File: config.mk
export PLATFORM = sky130hd
export DESIGN_NAME = arf_fetch_seq
export DESIGN_NICKNAME = d
export VERILOG_FILES = /design/src/rtl/arf_pkg.sv /design/src/rtl/arf_seq_ctrl.sv /design/src/rtl/arf_req_gen.sv /design/src/rtl/arf_result_latch.sv /design/src/rtl/arf_fetch_seq.sv
export SDC_FILE = /design/constraint.sdc
export NUM_CORES = 1
export LEC_CHECK = 0
export BUFFER_PORTS_ARGS = -buffer_cell sky130_fd_sc_hd__buf_4
export CORE_MARGIN = 2
export CORE_UTILIZATION = 52
export CTS_BUF_LIST = sky130_fd_sc_hd__clkbuf_2 sky130_fd_sc_hd__clkbuf_4 sky130_fd_sc_hd__clkbuf_8
export DETAILED_ROUTE_END_ITERATION = 10
export PLACE_DENSITY = 0.83
export REMOVE_ABC_BUFFERS = 1
export SLEW_MARGIN = 0
export SYNTH_ARGS = -nofsm -noshare
export SYNTH_HDL_FRONTEND = slang
export SYNTH_SLANG_ARGS = --single-unit
File: constraint.sdc
create_clock -name clk -period 2.81 [get_ports clk]
set_clock_uncertainty 0.2 [all_clocks]
set_input_delay 0.1405 -clock clk [delete_from_list [all_inputs] [get_ports clk]]
set_output_delay 0.1405 -clock clk [all_outputs]
set_load 0.01 [all_outputs]
File: src/rtl/arf_pkg.sv
package arf_pkg;

    localparam int NUM_WORDS   = 3;
    localparam int SLOT_FLAG   = 0;
    localparam int SLOT_ADDR   = 1;
    localparam int SLOT_SIZE   = 2;
    localparam int REQ_BYTES   = 4;
    localparam int OFF_W       = 12;
    localparam logic [OFF_W-1:0] FIRST_OFFSET = 12'h354;
    localparam int IDX_W       = $clog2(NUM_WORDS);

    typedef enum logic [1:0] {
        ST_IDLE = 2'd0,
        ST_REQ  = 2'd1,
        ST_DATA = 2'd2
    } fetch_state_e;

    typedef struct packed {
        logic acc_start;
        logic ret_fire;
        logic last_ret;
    } seq_evt_t;

    function automatic logic [OFF_W-1:0] word_offset(input logic [IDX_W-1:0] idx);
        return FIRST_OFFSET + OFF_W'(REQ_BYTES) * OFF_W'(idx);
    endfunction

endpackage

File: src/rtl/arf_seq_ctrl.sv
module arf_seq_ctrl
    import arf_pkg::*;
(
    input  logic                 clk,
    input  logic                 rst,
    input  logic                 start_i,
    input  logic                 aready_i,
    input  logic                 dvalid_i,
    output fetch_state_e         state_o,
    output logic [IDX_W-1:0]     idx_o,
    output seq_evt_t             evt_o
);

    fetch_state_e     state_q, state_d;
    logic [IDX_W-1:0] idx_q, idx_d;
    seq_evt_t         evt;

    always_comb begin
        evt.acc_start = (state_q == ST_IDLE) && start_i;
        evt.ret_fire  = (state_q == ST_DATA) && dvalid_i;
        evt.last_ret  = evt.ret_fire && (idx_q == IDX_W'(NUM_WORDS - 1));
    end

    always_comb begin
        state_d = state_q;
        idx_d   = idx_q;
        unique case (state_q)
            ST_IDLE: begin
                if (start_i) begin
                    state_d = ST_REQ;
                    idx_d   = '0;
                end
            end
            ST_REQ: begin
                if (aready_i) state_d = ST_DATA;
            end
            ST_DATA: begin
                if (dvalid_i) begin
                    if (idx_q == IDX_W'(NUM_WORDS - 1)) begin
                        state_d = ST_IDLE;
                    end else begin
                        state_d = ST_REQ;
                        idx_d   = idx_q + IDX_W'(1);
                    end
                end
            end
            default: state_d = ST_IDLE;
        endcase
    end

    always_ff @(posedge clk) begin
        if (rst) begin
            state_q <= ST_IDLE;
            idx_q   <= '0;
        end else begin
            state_q <= state_d;
            idx_q   <= idx_d;
        end
    end

    assign state_o = state_q;
    assign idx_o   = idx_q;
    assign evt_o   = evt;

    // a start during a running sequence leaves the word index untouched
    a_r8_start_ignored: assert property (@(posedge clk) disable iff (rst)
        (state_q != ST_IDLE && start_i && !dvalid_i) |=> $stable(idx_q));

    // the index moves only on a data beat
    a_r5_idx_on_return: assert property (@(posedge clk) disable iff (rst)
        (idx_q != $past(idx_q)) |-> ($past(evt.ret_fire) || $past(evt.acc_start)));

endmodule

File: src/rtl/arf_req_gen.sv
module arf_req_gen
    import arf_pkg::*;
#(
    parameter int              AW   = 32,
    parameter int              LW   = 8,
    parameter logic [AW-1:0]   BASE = '0
) (
    input  logic                 clk,
    input  logic                 rst,
    input  fetch_state_e         state_i,
    input  logic [IDX_W-1:0]     idx_i,
    input  logic                 aready_i,
    output logic [AW-1:0]        addr_o,
    output logic [LW-1:0]        len_o,
    output logic                 avalid_o
);

    localparam int PAD_W = AW - OFF_W;

    always_comb begin
        avalid_o = (state_i == ST_REQ);
        addr_o   = BASE + {{PAD_W{1'b0}}, word_offset(idx_i)};
        len_o    = LW'(REQ_BYTES);
    end

    // every request is four bytes long
    a_r3_len_four: assert property (@(posedge clk) disable iff (rst)
        avalid_o |-> (len_o == LW'(REQ_BYTES)));

    // an unaccepted request holds with the same address
    a_r4_hold: assert property (@(posedge clk) disable iff (rst)
        (avalid_o && !aready_i) |=> (avalid_o && $stable(addr_o)));

    // an accepted request drops in the next cycle
    a_r4_drop: assert property (@(posedge clk) disable iff (rst)
        (avalid_o && aready_i) |=> !avalid_o);

endmodule

File: src/rtl/arf_result_latch.sv
module arf_result_latch
    import arf_pkg::*;
#(
    parameter int DW = 32
) (
    input  logic                 clk,
    input  logic                 rst,
    input  logic [IDX_W-1:0]     idx_i,
    input  seq_evt_t             evt_i,
    input  logic                 dvalid_i,
    input  logic [DW-1:0]        data_i,
    output logic [DW-1:0]        buf_addr_o,
    output logic [DW-1:0]        buf_size_o,
    output logic                 buf_valid_o
);

    localparam int NUM_STAGED = NUM_WORDS - 1;

    logic [DW-1:0] staged [NUM_STAGED];

    for (genvar g = 0; g < NUM_STAGED; g++) begin : g_stage
        always_ff @(posedge clk) begin
            if (rst) begin
                staged[g] <= '0;
            end else if (evt_i.ret_fire && idx_i == IDX_W'(g)) begin
                staged[g] <= data_i;
            end
        end
    end

    always_ff @(posedge clk) begin
        if (rst) begin
            buf_addr_o  <= '0;
            buf_size_o  <= '0;
            buf_valid_o <= 1'b0;
        end else if (evt_i.last_ret) begin
            buf_addr_o  <= staged[SLOT_ADDR];
            buf_size_o  <= data_i;
            buf_valid_o <= staged[SLOT_FLAG][0];
        end else if (evt_i.acc_start) begin
            buf_valid_o <= 1'b0;
        end
    end

    // the flag rises only right after a final data beat
    a_r6_valid_after_return: assert property (@(posedge clk) disable iff (rst)
        $rose(buf_valid_o) |-> ($past(evt_i.last_ret) && $past(dvalid_i)));

    // an accepted start clears the flag
    a_r10_clear_on_start: assert property (@(posedge clk) disable iff (rst)
        evt_i.acc_start |=> !buf_valid_o);

    // the triple moves only on a final data beat
    a_r9_hold_triple: assert property (@(posedge clk) disable iff (rst)
        !evt_i.last_ret |=> ($stable(buf_addr_o) && $stable(buf_size_o)));

endmodule

File: src/rtl/arf_fetch_seq.sv
module arf_fetch_seq
    import arf_pkg::*;
#(
    parameter int            AW   = 32,
    parameter int            DW   = 32,
    parameter int            LW   = 8,
    parameter logic [AW-1:0] BASE = '0
) (
    input  logic             clk,
    input  logic             rst,
    input  logic             start_i,
    output logic [AW-1:0]    req_addr_o,
    output logic [LW-1:0]    req_len_o,
    output logic             req_avalid_o,
    input  logic             rsp_aready_i,
    input  logic [DW-1:0]    rsp_data_i,
    input  logic             rsp_dvalid_i,
    output logic [DW-1:0]    buf_addr_o,
    output logic [DW-1:0]    buf_size_o,
    output logic             buf_valid_o
);

    fetch_state_e     state;
    logic [IDX_W-1:0] idx;
    seq_evt_t         evt;

    arf_seq_ctrl u_ctrl (
        .clk      (clk),
        .rst      (rst),
        .start_i  (start_i),
        .aready_i (rsp_aready_i),
        .dvalid_i (rsp_dvalid_i),
        .state_o  (state),
        .idx_o    (idx),
        .evt_o    (evt)
    );

    arf_req_gen #(.AW(AW), .LW(LW), .BASE(BASE)) u_req (
        .clk      (clk),
        .rst      (rst),
        .state_i  (state),
        .idx_i    (idx),
        .aready_i (rsp_aready_i),
        .addr_o   (req_addr_o),
        .len_o    (req_len_o),
        .avalid_o (req_avalid_o)
    );

    arf_result_latch #(.DW(DW)) u_latch (
        .clk         (clk),
        .rst         (rst),
        .idx_i       (idx),
        .evt_i       (evt),
        .dvalid_i    (rsp_dvalid_i),
        .data_i      (rsp_data_i),
        .buf_addr_o  (buf_addr_o),
        .buf_size_o  (buf_size_o),
        .buf_valid_o (buf_valid_o)
    );

    // the first request follows an accepted start
    a_r2_first_request: assert property (@(posedge clk) disable iff (rst)
        evt.acc_start |=> (req_avalid_o && req_addr_o == BASE + AW'(FIRST_OFFSET)));

endmodule

==> flow_summary.yaml <==
die:
  initial_utilization_pct: 53.4
  die_w_um: 92.9
  io_pins: 143
  coreArea_um2: 7690
  num_rows: 32
  die-area_um2: 8620
  fp.dieH_um: 92.9
timing:
  rsz0062_at_grt: "no"
  max_freq_mhz: 400
  worstMarginPinSlew_ns: 0.603
  final.min_clock_period_ns: 2.50
  slew_viol_final: 0
  slew_headroom_pct: 59.6
  fin_crit_sh_pct: 89.0
  setup_viol: 0
  hold-worst-slack_ns: 0.258
  finalHoldViolations: 0
worst_setup_path:
  reg2regPathDepth: 7
  crit_path_end_kind: "register"
  crit_chain: "inv_1 > ha_1 > and4b_2 > buf_4 > nand2_1 > a21oi_1 > dlygate4sd3_1"
  r2r_start: "u_ctrl.idx_o[0]$_SDFFE_PP0P_"
  max_stage_delay_ns: 0.56
  rrSetupSlack_ns: 0.31
  startpoint_type: "register"
  critical_path_class: "reg -> reg"
  cpMaxStageDelayCell: "dlygate4sd3_1"
  required_ns: 2.91
  crit_fanout: 22
  reg2reg_to: "u_latch.buf_size_o[14]$_SDFFE_PP0P_"
  arrival_ns: 2.60
route:
  num_vias: 3241
  routed_wl_mm: 8.84
  firstDrtPassIters: 4
  drc_errors: 0
  via_per_inst: 4.78
  postRouteAntennaNets: 0
  drt_iter0_markers: 147
  wl_per_cell_um: 13.0
hold_path:
  hold_path_class: "reg -> reg"
  hold_depth: 2
  min_from: "u_latch.buf_addr_o[13]$_SDFFE_PP0P_"
  min_to: "u_latch.buf_addr_o[13]$_SDFFE_PP0P_"
outcome:
  status: "finished clean"
global_routing:
  grt_max_degree: 55
  grt_use_met3_pct: 4.48
  grt-busiest-layer: "met2"
  grt-ovfl-total: 0
  use_met2_pct: 37.1
  grt_use_met1_pct: 24.2
  antenna_found_initial: 0
  grt_pass1_wl_mm: 14.3
  grt_use_total_pct: 20.8
  grt_pass1_vias: 3211
clock_tree:
  cts_repair_resize_count: 0
  cts.sink_count: 102
  cts_root_buf: "clkbuf_8"
  cts_buffers: 9
  cts.clk_slew.worst_paths_ns: 0.09
  clock_path_buffers: 2
  htree_levels: 3
  cts_tree: "done"
  post-cts-setup-buffers: 0
  clkLatencyLatePin_ns: 0.35
pwr:
  p_per_area_nw_per_um2: 482
  ir_drop_mv: 0.340
  p_leak_nw: 2.27
finish:
  layout-drive-gt1-share_pct: 22.9
  area_growth_pct: 32.6
  ff_latch_area_um2: 2370
  nNetsFinal: 612
  final_common_cell: "nand2_1"
  multi_input_area_um2: 1420
  fillers: 583
  num_antenna_cells: 0
  final_cell_mix: "nand2_1, buf_4, dfxtp_1, a21oi_1, dlygate4sd3_1"
  fin_area_um2: 5440
synth:
  synth_area_per_cell_um2: 9.51
  ys_ff_latch: 102
  synthCells: 432
  ys_seq_area_share_pct: 57.8
  synth.distinct_cells: 30
  synthTopCellsByArea: "dfxtp_1, edfxtp_1, nand2_1"
  syn_area_um2: 4110
  yosysTopAreaCell: "dfxtp_1"
  ys_warn_count: 0
  synth_top_area_share_pct: 33.6
placed_design:
  io_buffers: 106
  dp_hpwl_mm: 5.56
  routabilityCongestion: 0.763
  postPlaceCellArea_um2: 4800
flow_run:
  cap_violations: 0
## metal layers
layer  vias up  wire length, um
li1       1604                -
met1      1500             3700
met2       125             4460
met3        12              577
met4         0              102
met5         -                0
## critical path, delay by kind of cell (launching register included)
| family | cells | cell delay, ns |
|---|---|---|
| adders and majority gates | 1 | 0.26 |
| buffers and inverters | 3 | 0.99 |
| and+or+nand+nor | 2 | 0.49 |
| AOI/OAI and AO/OA | 1 | 0.14 |
| DFF | 1 | 0.36 |
## power by group
group / switching (mW) / leakage, nW / total (mW) / internal, mW
logic: 0.0847 / 1.27 / 0.170 / 0.0848
clock network: 0.477 / 0.102 / 0.910 / 0.433
registers: 0.0109 / 0.896 / 1.55 / 1.54
total: 0.572 / 2.27 / 2.63 / 2.05
## registers in the layout, indices dropped and copies added (netlist names)
| name | count |
|---|---|
| u_ctrl.idx_o | 2 |
| u_ctrl.state_o | 2 |
| u_latch.buf_addr_o | 32 |
| u_latch.buf_size_o | 32 |
| u_latch.buf_valid_o | 1 |
| u_latch.staged | 33 |
## stage by stage
step | power, mW | setup slack (ns) | instances | util, % | TNS (ns)
2_1_floorplan | 1.63 | -0.000936 | 403 | - | -0.0599
3_3_place_gp | 1.70 | 0.779 | 618 | 62.5 | 0
3_5_place_dp | 1.70 | 0.642 | 618 | 62.5 | 0
4_1_cts | 2.64 | 0.350 | 678 | 70.8 | 0
5_1_grt | 2.72 | 0.138 | 678 | 70.8 | 0
6_report | 2.63 | 0.308 | 678 | 70.8 | 0
## how the worst max path moves through the flow
stage                                       startpoint                                  end  depth (start not counted)
after floorplan           u_ctrl.idx_o[0]$_SDFFE_PP0P_   u_latch.buf_addr_o[0]$_SDFFE_PP0P_                          5
after global placement    u_ctrl.idx_o[0]$_SDFFE_PP0P_  u_latch.buf_addr_o[19]$_SDFFE_PP0P_                          6
after detailed placement  u_ctrl.idx_o[0]$_SDFFE_PP0P_  u_latch.buf_size_o[31]$_SDFFE_PP0P_                          6
after CTS                 u_ctrl.idx_o[0]$_SDFFE_PP0P_  u_latch.buf_size_o[13]$_SDFFE_PP0P_                          6
after global routing      u_ctrl.idx_o[0]$_SDFFE_PP0P_  u_latch.buf_size_o[17]$_SDFFE_PP0P_                          6
final                     u_ctrl.idx_o[0]$_SDFFE_PP0P_  u_latch.buf_size_o[14]$_SDFFE_PP0P_                          7
## synth_stat cells
cell type	n
nand3b_4	1
a21o_1	2
edfxtp_1	33
buf_6	6
or4b_1	1
nand3b_1	1
and3_1	2
o32ai_1	1
a21oi_1	66
nand4b_1	1
o21bai_1	1
nor2b_1	3
and4b_1	1
conb_1	2
clkbuf_1	8
nand2b_1	2
and2_1	31
nor3b_2	1
buf_4	38
nor2_1	7
inv_1	4
a311oi_1	1
o21ai_0	3
ha_1	4
clkbuf_2	3
dfxtp_1	69
nor3b_1	1
nand2_1	130
mux2i_1	1
buf_2	8
## cell families after synthesis
logic type / Yosys count / synth area share (%)
muxes: 1 / 0.244
other: 2 / 0.183
AOI/OAI and AO/OA: 74 / 9.38
and+or+nand+nor: 182 / 20.2
buffers and inverters: 67 / 11.0
adders and majority gates: 4 / 1.22
DFF: 102 / 57.8
## final cells by class
class / count / area share [%]
Inverter: 4 / 0.276
Clock buffer: 10 / 2.53
Clock inverter: 6 / 1.13
Timing Repair Buffer: 157 / 24.1
Tap cell: 102 / 2.34
Multi-Input combinational cell: 297 / 26.0
Sequential cell: 102 / 43.6
## what timing repair did
item                       in CTS  in global routing
hold endpoints to repair       70                  0
setup endpoints to repair       0                  0
hold buffers                   44                  0
No activity file was read; power rests on OpenSTA's default activity.
